## config.mk

```make
export PLATFORM = sky130hd
export DESIGN_NAME = iso_rec_exec
export DESIGN_NICKNAME = d
export VERILOG_FILES = /design/src/rtl/iso_rec_pkg.sv /design/src/rtl/iso_rec_pick.sv /design/src/rtl/iso_xact_calc.sv /design/src/rtl/iso_rec_update.sv /design/src/rtl/iso_rec_exec.sv
export SDC_FILE = /design/constraint.sdc
export NUM_CORES = 1
export LEC_CHECK = 0
export BUFFER_PORTS_ARGS = -buffer_cell sky130_fd_sc_hd__buf_2
export CAP_MARGIN = 20
export CELL_PAD_IN_SITES_DETAIL_PLACEMENT = 0
export CELL_PAD_IN_SITES_GLOBAL_PLACEMENT = 1
export CORE_AREA = 2 2 214 216
export DETAILED_ROUTE_END_ITERATION = 10
export DIE_AREA = 0 0 216 218
export PLACE_DENSITY_LB_ADDON = 0.15
export SYNTH_ARGS = -nofsm -noshare
export SYNTH_HDL_FRONTEND = slang
export SYNTH_SLANG_ARGS = --single-unit
```

## constraint.sdc

```tcl
create_clock -name clk -period 2.1 [get_ports clk]
set_input_delay 0.105 -clock clk [delete_from_list [all_inputs] [get_ports clk]]
set_output_delay 0.105 -clock clk [all_outputs]
set_load 0.02 [all_outputs]
```

## src/rtl/iso_rec_pkg.sv

```systemverilog
// Shared layout of one transaction record, result codes and control states.
// Assumes 32-bit records and 4 KB pages; field positions are fixed because
// the memory image of the descriptor depends on them.
package iso_rec_pkg;
    localparam int NREC   = 8;
    localparam int IDX_W  = $clog2(NREC);
    localparam int PG_W   = 3;
    localparam int NPAGE  = 1 << PG_W;
    localparam int OFF_W  = 12;
    localparam int PTR_W  = 20;
    localparam int ADDR_W = PTR_W + OFF_W;
    localparam int LEN_W  = 12;
    localparam int MPS_W  = 11;
    localparam int DEV_W  = 7;
    localparam int EP_W   = 4;
    localparam int CODE_W = 2;
    localparam int REC_W  = 4 + LEN_W + 1 + PG_W + OFF_W;

    typedef struct packed {
        logic             active;
        logic             err_buf;
        logic             err_babble;
        logic             err_xact;
        logic [LEN_W-1:0] len;
        logic             ioc;
        logic [PG_W-1:0]  page;
        logic [OFF_W-1:0] offset;
    } xrec_t;

    typedef enum logic [CODE_W-1:0] {
        RES_OK     = 2'd0,
        RES_BUF    = 2'd1,
        RES_BABBLE = 2'd2,
        RES_XACT   = 2'd3
    } res_t;

    typedef enum logic [1:0] {
        ST_IDLE = 2'd0,
        ST_REQ  = 2'd1,
        ST_WAIT = 2'd2,
        ST_WB   = 2'd3
    } st_t;
endpackage

```

## src/rtl/iso_rec_pick.sv

```systemverilog
// Selects one record from the flat descriptor by micro-frame index and the
// page pointer addressed by that record's page field.
// Assumes the flat buses pack entry n at the n-th slice from bit 0.
module iso_rec_pick
    import iso_rec_pkg::*;
#(
    parameter int N_REC  = NREC,
    parameter int N_PAGE = NPAGE,
    localparam int SEL_W = $clog2(N_REC)
) (
    input  logic [N_REC*REC_W-1:0]  recs,
    input  logic [N_PAGE*PTR_W-1:0] pages,
    input  logic [SEL_W-1:0]        idx,
    output xrec_t                   rec,
    output logic [PTR_W-1:0]        ptr
);
    xrec_t            rec_arr [N_REC];
    logic [PTR_W-1:0] ptr_arr [N_PAGE];

    // Unpack record slices into an array.
    for (genvar gi = 0; gi < N_REC; gi++) begin : g_rec
        assign rec_arr[gi] = recs[gi*REC_W +: REC_W];
    end

    // Unpack page pointer slices into an array.
    for (genvar gp = 0; gp < N_PAGE; gp++) begin : g_pg
        assign ptr_arr[gp] = pages[gp*PTR_W +: PTR_W];
    end

    // Index the record by micro-frame, then the pointer by its page field.
    always_comb begin
        rec = rec_arr[idx];
        ptr = ptr_arr[rec.page];
    end
endmodule

```

## src/rtl/iso_xact_calc.sv

```systemverilog
// Forms the buffer start address and the transaction byte count of a record.
// Assumes the packet size fits the record length width.
module iso_xact_calc
    import iso_rec_pkg::*;
(
    input  xrec_t              rec,
    input  logic [PTR_W-1:0]   ptr,
    input  logic [MPS_W-1:0]   mps,
    output logic [ADDR_W-1:0]  addr,
    output logic [LEN_W-1:0]   len
);
    logic [LEN_W-1:0] mps_ext;

    // Join page pointer with offset and clip length to the packet size.
    always_comb begin
        mps_ext = LEN_W'(mps);
        addr    = {ptr, rec.offset};
        len     = (rec.len < mps_ext) ? rec.len : mps_ext;
    end
endmodule

```

## src/rtl/iso_rec_update.sv

```systemverilog
// Builds the record image to write back after a transaction: length reduced
// by bytes moved, active cleared, error flag set from the result code.
// Assumes bytes moved never exceed the record length.
module iso_rec_update
    import iso_rec_pkg::*;
(
    input  xrec_t              rec_in,
    input  logic [LEN_W-1:0]   bytes,
    input  logic [CODE_W-1:0]  code,
    output xrec_t              rec_out
);
    // Merge the completion result into the record.
    always_comb begin
        rec_out            = rec_in;
        rec_out.active     = 1'b0;
        rec_out.len        = rec_in.len - bytes;
        rec_out.err_buf    = rec_in.err_buf    | (res_t'(code) == RES_BUF);
        rec_out.err_babble = rec_in.err_babble | (res_t'(code) == RES_BABBLE);
        rec_out.err_xact   = rec_in.err_xact   | (res_t'(code) == RES_XACT);
    end
endmodule

```

## src/rtl/iso_rec_exec.sv

```systemverilog
// Executes one micro-frame's transaction from a fetched isochronous
// descriptor: accept descriptor, skip if the chosen record is idle, else
// issue one request, wait for its completion and strobe one write-back.
// Assumes inputs are held while their valid is high and that the reported
// byte count never exceeds the issued length.
module iso_rec_exec
    import iso_rec_pkg::*;
#(
    parameter int N_REC  = NREC,
    parameter int N_PAGE = NPAGE,
    localparam int SEL_W = $clog2(N_REC)
) (
    input  logic                    clk,
    input  logic                    rst_n,
    input  logic                    desc_valid,
    output logic                    desc_ready,
    input  logic [N_REC*REC_W-1:0]  desc_recs,
    input  logic [N_PAGE*PTR_W-1:0] desc_pages,
    input  logic [DEV_W-1:0]        desc_dev,
    input  logic [EP_W-1:0]         desc_ep,
    input  logic                    desc_dir,
    input  logic [MPS_W-1:0]        desc_mps,
    input  logic [SEL_W-1:0]        desc_uframe,
    output logic                    req_valid,
    input  logic                    req_ready,
    output logic [ADDR_W-1:0]       req_addr,
    output logic [LEN_W-1:0]        req_len,
    output logic                    req_dir,
    output logic [DEV_W-1:0]        req_dev,
    output logic [EP_W-1:0]         req_ep,
    input  logic                    cmp_valid,
    output logic                    cmp_ready,
    input  logic [LEN_W-1:0]        cmp_bytes,
    input  logic [CODE_W-1:0]       cmp_code,
    output logic                    wb_valid,
    output logic [SEL_W-1:0]        wb_slot,
    output logic [REC_W-1:0]        wb_rec
);
    st_t              st;
    xrec_t            pick_rec, rec_q, upd_rec, wb_q;
    logic [PTR_W-1:0] pick_ptr, ptr_q;
    logic [SEL_W-1:0] slot_q;
    logic [DEV_W-1:0] dev_q;
    logic [EP_W-1:0]  ep_q;
    logic             dir_q;
    logic [MPS_W-1:0] mps_q;

    iso_rec_pick #(.N_REC(N_REC), .N_PAGE(N_PAGE)) u_pick (
        .recs  (desc_recs),
        .pages (desc_pages),
        .idx   (desc_uframe),
        .rec   (pick_rec),
        .ptr   (pick_ptr)
    );

    iso_xact_calc u_calc (
        .rec  (rec_q),
        .ptr  (ptr_q),
        .mps  (mps_q),
        .addr (req_addr),
        .len  (req_len)
    );

    iso_rec_update u_upd (
        .rec_in  (rec_q),
        .bytes   (cmp_bytes),
        .code    (cmp_code),
        .rec_out (upd_rec)
    );

    // Sequence idle -> request -> wait -> write-back, skipping idle records.
    always_ff @(posedge clk) begin
        if (!rst_n) begin
            st <= ST_IDLE;
        end else begin
            unique case (st)
                ST_IDLE: if (desc_valid) st <= pick_rec.active ? ST_REQ : ST_IDLE;
                ST_REQ:  if (req_ready)  st <= ST_WAIT;
                ST_WAIT: if (cmp_valid)  st <= ST_WB;
                ST_WB:   st <= ST_IDLE;
                default: st <= ST_IDLE;
            endcase
        end
    end

    // Capture the chosen record and endpoint settings at descriptor accept.
    always_ff @(posedge clk) begin
        if (!rst_n) begin
            rec_q  <= '0;
            ptr_q  <= '0;
            slot_q <= '0;
            dev_q  <= '0;
            ep_q   <= '0;
            dir_q  <= 1'b0;
            mps_q  <= '0;
        end else if (st == ST_IDLE && desc_valid) begin
            rec_q  <= pick_rec;
            ptr_q  <= pick_ptr;
            slot_q <= desc_uframe;
            dev_q  <= desc_dev;
            ep_q   <= desc_ep;
            dir_q  <= desc_dir;
            mps_q  <= desc_mps;
        end
    end

    // Register the updated record when the completion is accepted.
    always_ff @(posedge clk) begin
        if (!rst_n) begin
            wb_q <= '0;
        end else if (st == ST_WAIT && cmp_valid) begin
            wb_q <= upd_rec;
        end
    end

    // Drive handshake and token outputs from state and captured fields.
    always_comb begin
        desc_ready = (st == ST_IDLE);
        req_valid  = (st == ST_REQ);
        cmp_ready  = (st == ST_WAIT);
        wb_valid   = (st == ST_WB);
        wb_slot    = slot_q;
        wb_rec     = wb_q;
        req_dir    = dir_q;
        req_dev    = dev_q;
        req_ep     = ep_q;
    end

    AST_IDLE_AFTER_RESET: assert property (@(posedge clk)
        !rst_n |=> desc_ready && !req_valid && !cmp_ready && !wb_valid);
    AST_ONE_PHASE: assert property (@(posedge clk) disable iff (!rst_n)
        $onehot0({desc_ready, req_valid, cmp_ready, wb_valid}));
    AST_SKIP_IDLE_REC: assert property (@(posedge clk) disable iff (!rst_n)
        desc_valid && desc_ready && !desc_recs[desc_uframe*REC_W + REC_W - 1]
        |=> desc_ready);
    AST_LEN_BOUND: assert property (@(posedge clk) disable iff (!rst_n)
        req_valid |-> (req_len <= LEN_W'(mps_q)) && (req_len <= rec_q.len));
    AST_REQ_HELD: assert property (@(posedge clk) disable iff (!rst_n)
        req_valid && !req_ready |=> req_valid && $stable(req_addr)
        && $stable(req_len) && $stable(req_dev) && $stable(req_ep) && $stable(req_dir));
    AST_CMP_BYTES_IN_RANGE: assert property (@(posedge clk) disable iff (!rst_n)
        cmp_valid && cmp_ready |-> cmp_bytes <= req_len);
    AST_WB_LEN_SHRINKS: assert property (@(posedge clk) disable iff (!rst_n)
        wb_valid |-> wb_q.len <= rec_q.len);
    AST_WB_INACTIVE: assert property (@(posedge clk) disable iff (!rst_n)
        wb_valid |-> !wb_rec[REC_W-1]);
    AST_WB_ERR_KEPT: assert property (@(posedge clk) disable iff (!rst_n)
        wb_valid |-> (wb_rec[REC_W-2 -: 3] & {rec_q.err_buf, rec_q.err_babble, rec_q.err_xact})
        == {rec_q.err_buf, rec_q.err_babble, rec_q.err_xact});
    AST_WB_AFTER_CMP: assert property (@(posedge clk) disable iff (!rst_n)
        cmp_valid && cmp_ready |=> wb_valid);
    AST_WB_SINGLE: assert property (@(posedge clk) disable iff (!rst_n)
        wb_valid |=> !wb_valid && desc_ready);
endmodule

```

==> run summary <==
### Placement
* **gpl congestion** 0.8117
* **detailed placer's ending HPWL** 34.71 mm
* **PortBufs** 553

### Run status
* **failing checks** setup timing
* **result of the run** complete, but fails checks

### Setup path
* **crit path launch** mps_q[1]$_SDFFE_PN0P_
* **Critical Setup Path Class** reg2out
* **element type at the critical path end** output port
* **worst reg2reg path startpoint** rec_q[24]$_SDFFE_PN0P_
* **Req. time, crit path** 2.00 ns
* **maximum net fanout on the critical path** 6
* **startpoint type of the worst setup path** flip-flop
* **arrival time reported for the critical path endpoint** 2.39 ns

### Drt
* **count of routing violations after the opening detailed-route iteration** 435
* **remaining antenna violation count after routing** 0
* **Avg Vias per Cell** 4.316
* **final wirelength** 41.97 mm
* **WL/cell** 20.15 um
* **drt drc** 0
* **number of search-and-repair iterations in the first detailed-routing pass** 5
* **via count** 8990

### Cells and area
* **growth of design area from synthesis to finish** 55.69%
* **# fillers** 4967
* **share of post-route cells with drive strength above 1** 50.00%
* **core occupancy in the finished layout** 27.97%
* **final-stage net count** 1959

### Synth
* **number of synthesized register bits** 110
* **share of flip-flops with an asynchronous set or reset after synthesis** 0%
* **average size of a mapped cell** 8.862 um2
* **Ys Warns** 0
* **Post-Syn Area** 8064 um2
* **Unique masters post-synth** 47
* **most used flip-flop cell after synthesis** sky130_fd_sc_hd__dfxtp_1
* **Gate Count Post-Synth** 910
* **Seq/Total Area, Yosys** 27.31%
* **EDFF count, synth** 0

### STA
* **number of endpoints failing setup at the final stage** 11
* **final max-slew violation count** 0
* **share of the clock period used by the worst path** 118.9%
* **endpoints failing hold** 0
* **final worst hold slack** 0.07223 ns
* **max frequency** 400.7 MHz
* **transition time at the pin with the least slew margin** 0.6070 ns
* **RSZ-0062 raised after global routing** true
* **Final Skew** 0.008079 ns
* **slack of the critical path** -0.3959 ns
* **shortest period the worst path allows** 2.496 ns
* **Relative slew margins** 59.54%

### Die
* **DIE HEIGHT** 218 um
* **die outline area** 47090 um2
* **num rows** 78
* **I/O pin count** 556
* **Die Width** 216 um
* **area of the core** 44890 um2
* **initial standard-cell utilization of the core** 17.96%

### Run
* **max-cap viol count** 0

### Power
* **fraction of power spent switching nets** 40.80%
* **Worst VDD drop** 0.0004001 V
* **power density cells** 810.1 nW/um2
* **sequential fraction of design power** 27.8%
* **standby leakage power** 5.946 nW
* **Psw** 4.149 mW
* **combinational power share** 52.0%
* **Internal Pwr Total** 6.022 mW
* **Clock Power Share** 20.2%

### CTS
* **clock tree from TritonCTS** yes
* **total CTS buffers** 9
* **# clock sinks** 110
* **Skew-Pair Late Insertion Delay** 0.38 ns
* **Clock Tree Buf Depth** 2
* **clock slew at reported path FFs** 0.08 ns
* **root buffer cell** sky130_fd_sc_hd__clkbuf_16
* **H-tree lvl count** 3

### Global route
* **pin count of the biggest net entering global routing** 65
* **first-pass GRT wire length** 60.38 mm
* **vias in the first global route** 9443
* **antenna violations before repair** 13
* **global-route total usage across every layer** 17.33%
* **remaining global-route overflow** 0

### Min path
* **Worst Min Path Start** cmp_code[0]
* **Tightest Hold Check Type** in2reg

critical path, cell delays in order, from the launching register on:
cell                      delay, ns
sky130_fd_sc_hd__dfxtp_2       0.34
sky130_fd_sc_hd__inv_2         0.05
sky130_fd_sc_hd__ha_4          0.22
sky130_fd_sc_hd__a21o_1        0.17
sky130_fd_sc_hd__a21o_1        0.16
sky130_fd_sc_hd__a21oi_2       0.14
sky130_fd_sc_hd__o21ai_2       0.07
sky130_fd_sc_hd__a21oi_2       0.20
sky130_fd_sc_hd__buf_6         0.18
sky130_fd_sc_hd__buf_6         0.10
sky130_fd_sc_hd__mux2i_1       0.20
sky130_fd_sc_hd__buf_4         0.17
per-stage QoR:
stage	cell area (um2)	TNS (ns)	std cells	setup WS (ns)	power, mW
6_report	12550	-3.902	2083	-0.3959	10.17
3_3_place_gp	11730	-1.064	2033	-0.08890	7.784
2_1_floorplan	8068	0	911	0.03622	5.788
5_1_grt	12550	-5.374	2083	-0.5372	10.94
3_5_place_dp	11730	-1.325	2033	-0.1100	7.793
4_1_cts	12470	-4.595	2075	-0.4582	10.36
worst paths after layout:
path / to / slack, ns / depth (start not counted)
worst max-delay path: req_len[1] / -0.40 / 11
worst min-delay path: wb_rec[28]$_SDFFE_PN0P_ / 0.07 / 3
worst max register to register: wb_rec[27]$_SDFFE_PN0P_ / 0.11 / 8
worst min register to register: wb_rec[0]$_SDFFE_PN0P_ / 0.45 / 2
placed cells by master, fill, tap and decap left out, types with 3 or more instances in the layout:
cell and count:
sky130_fd_sc_hd__a31oi_1 8, sky130_fd_sc_hd__a21oi_1 72, sky130_fd_sc_hd__nor2_1 45, sky130_fd_sc_hd__a211oi_2 12, sky130_fd_sc_hd__inv_1 31, sky130_fd_sc_hd__a21oi_2 4, sky130_fd_sc_hd__nand2b_1 6, sky130_fd_sc_hd__nand3_1 16
sky130_fd_sc_hd__a21o_1 3, sky130_fd_sc_hd__xnor2_1 4, sky130_fd_sc_hd__mux2_4 10, sky130_fd_sc_hd__nor2b_1 3, sky130_fd_sc_hd__buf_2 540, sky130_fd_sc_hd__dfxtp_2 3, sky130_fd_sc_hd__nand2_1 188, sky130_fd_sc_hd__dlygate4sd3_1 25
sky130_fd_sc_hd__diode_2 7, sky130_fd_sc_hd__mux4_2 62, sky130_fd_sc_hd__buf_6 13, sky130_fd_sc_hd__and2_1 14, sky130_fd_sc_hd__clkbuf_16 9, sky130_fd_sc_hd__o21ai_2 4, sky130_fd_sc_hd__dfxtp_1 107, sky130_fd_sc_hd__o22a_1 8
sky130_fd_sc_hd__mux2i_1 75, sky130_fd_sc_hd__buf_4 45, sky130_fd_sc_hd__ha_1 23, sky130_fd_sc_hd__o31a_1 12, sky130_fd_sc_hd__o211ai_1 8, sky130_fd_sc_hd__buf_12 12, sky130_fd_sc_hd__a211oi_1 45, sky130_fd_sc_hd__o21ai_0 27
synthesized netlist by cell type (16+ instances only):
cell	number	area share, %
sky130_fd_sc_hd__nand2_1	189	8.8
sky130_fd_sc_hd__dfxtp_1	110	27
sky130_fd_sc_hd__a21oi_1	76	4.7
sky130_fd_sc_hd__mux2i_1	75	9.3
sky130_fd_sc_hd__mux4_2	62	17
sky130_fd_sc_hd__a211oi_1	45	4.2
sky130_fd_sc_hd__nor2_1	45	2.1
sky130_fd_sc_hd__clkbuf_1	41	1.9
sky130_fd_sc_hd__o21ai_0	33	2.0
sky130_fd_sc_hd__inv_1	32	1.5
sky130_fd_sc_hd__ha_1	26	4.0
sky130_fd_sc_hd__buf_2	18	1.1
sky130_fd_sc_hd__buf_4	16	1.5
sky130_fd_sc_hd__nand3_1	16	0.99
timing repair:
action                                  in CTS  in global routing
gates resized for setup                     50                 16
pin swaps                                    7                  6
gates cloned                                 1                  0
hold endpoints to repair                    25                  0
hold buffers                                25                  0
buffers inserted                             0                  1
endpoints found under the setup margin      15                 16
flip-flops by register name, summed over array words and instances (netlist names):
| signal | count |
|---|---|
| req_ep | 4 |
| st | 2 |
| rec_q | 31 |
| wb_rec | 31 |
| mps_q | 11 |
| req_dev | 7 |
| ptr_q | 20 |
| wb_slot | 3 |
| req_dir | 1 |
cells by family after synthesis:
kind of cell	after synthesis	synth area share, %
mux	148	28.19
other cells	1	0.04650
simple gates	281	14.29
flops	110	27.31
fa+ha+maj	27	4.282
buf+inv	119	7.122
xor+xnor	6	0.6517
compound gates	218	18.11
area by class of cell:
cell class	instances	area, um2	share of cell area (%)
Antenna cell	7	17.52	0.1395
Clock buffer	10	239.0	1.904
Clock inverter	6	100.1	0.7973
Inverter	33	125.1	0.9966
Multi-Input combinational cell	682	5439	43.32
Sequential cell	110	2206	17.57
Tap cell	600	750.7	5.980
Timing Repair Buffer	635	3677	29.29
power by group through the flow:
| stage | logic, mW | clock network [mW] | registers (mW) |
|---|---|---|---|
| 6_report | 5.29 | 2.06 | 2.82 |
| 3_3_place_gp | 4.90 | 0 | 2.89 |
| 3_5_place_dp | 4.91 | 0 | 2.88 |
| 4_1_cts | 5.33 | 2.19 | 2.84 |
| 5_1_grt | 5.81 | 2.23 | 2.89 |
| 2_1_floorplan | 2.78 | 0 | 3.01 |
per-layer routing:
layer / share of wire [%] / up-vias / track usage (%) / wire length [um]
met1: 42 / 4263 / 20.82 / 17580
met5: 0.17 / - / 0 / 72
met4: 1.8 / 12 / 4.589 / 738
li1: - / 4409 / - / -
met3: 5.3 / 42 / 4.338 / 2222
met2: 51 / 264 / 30.71 / 21350
No activity file was read; power rests on OpenSTA's default activity.
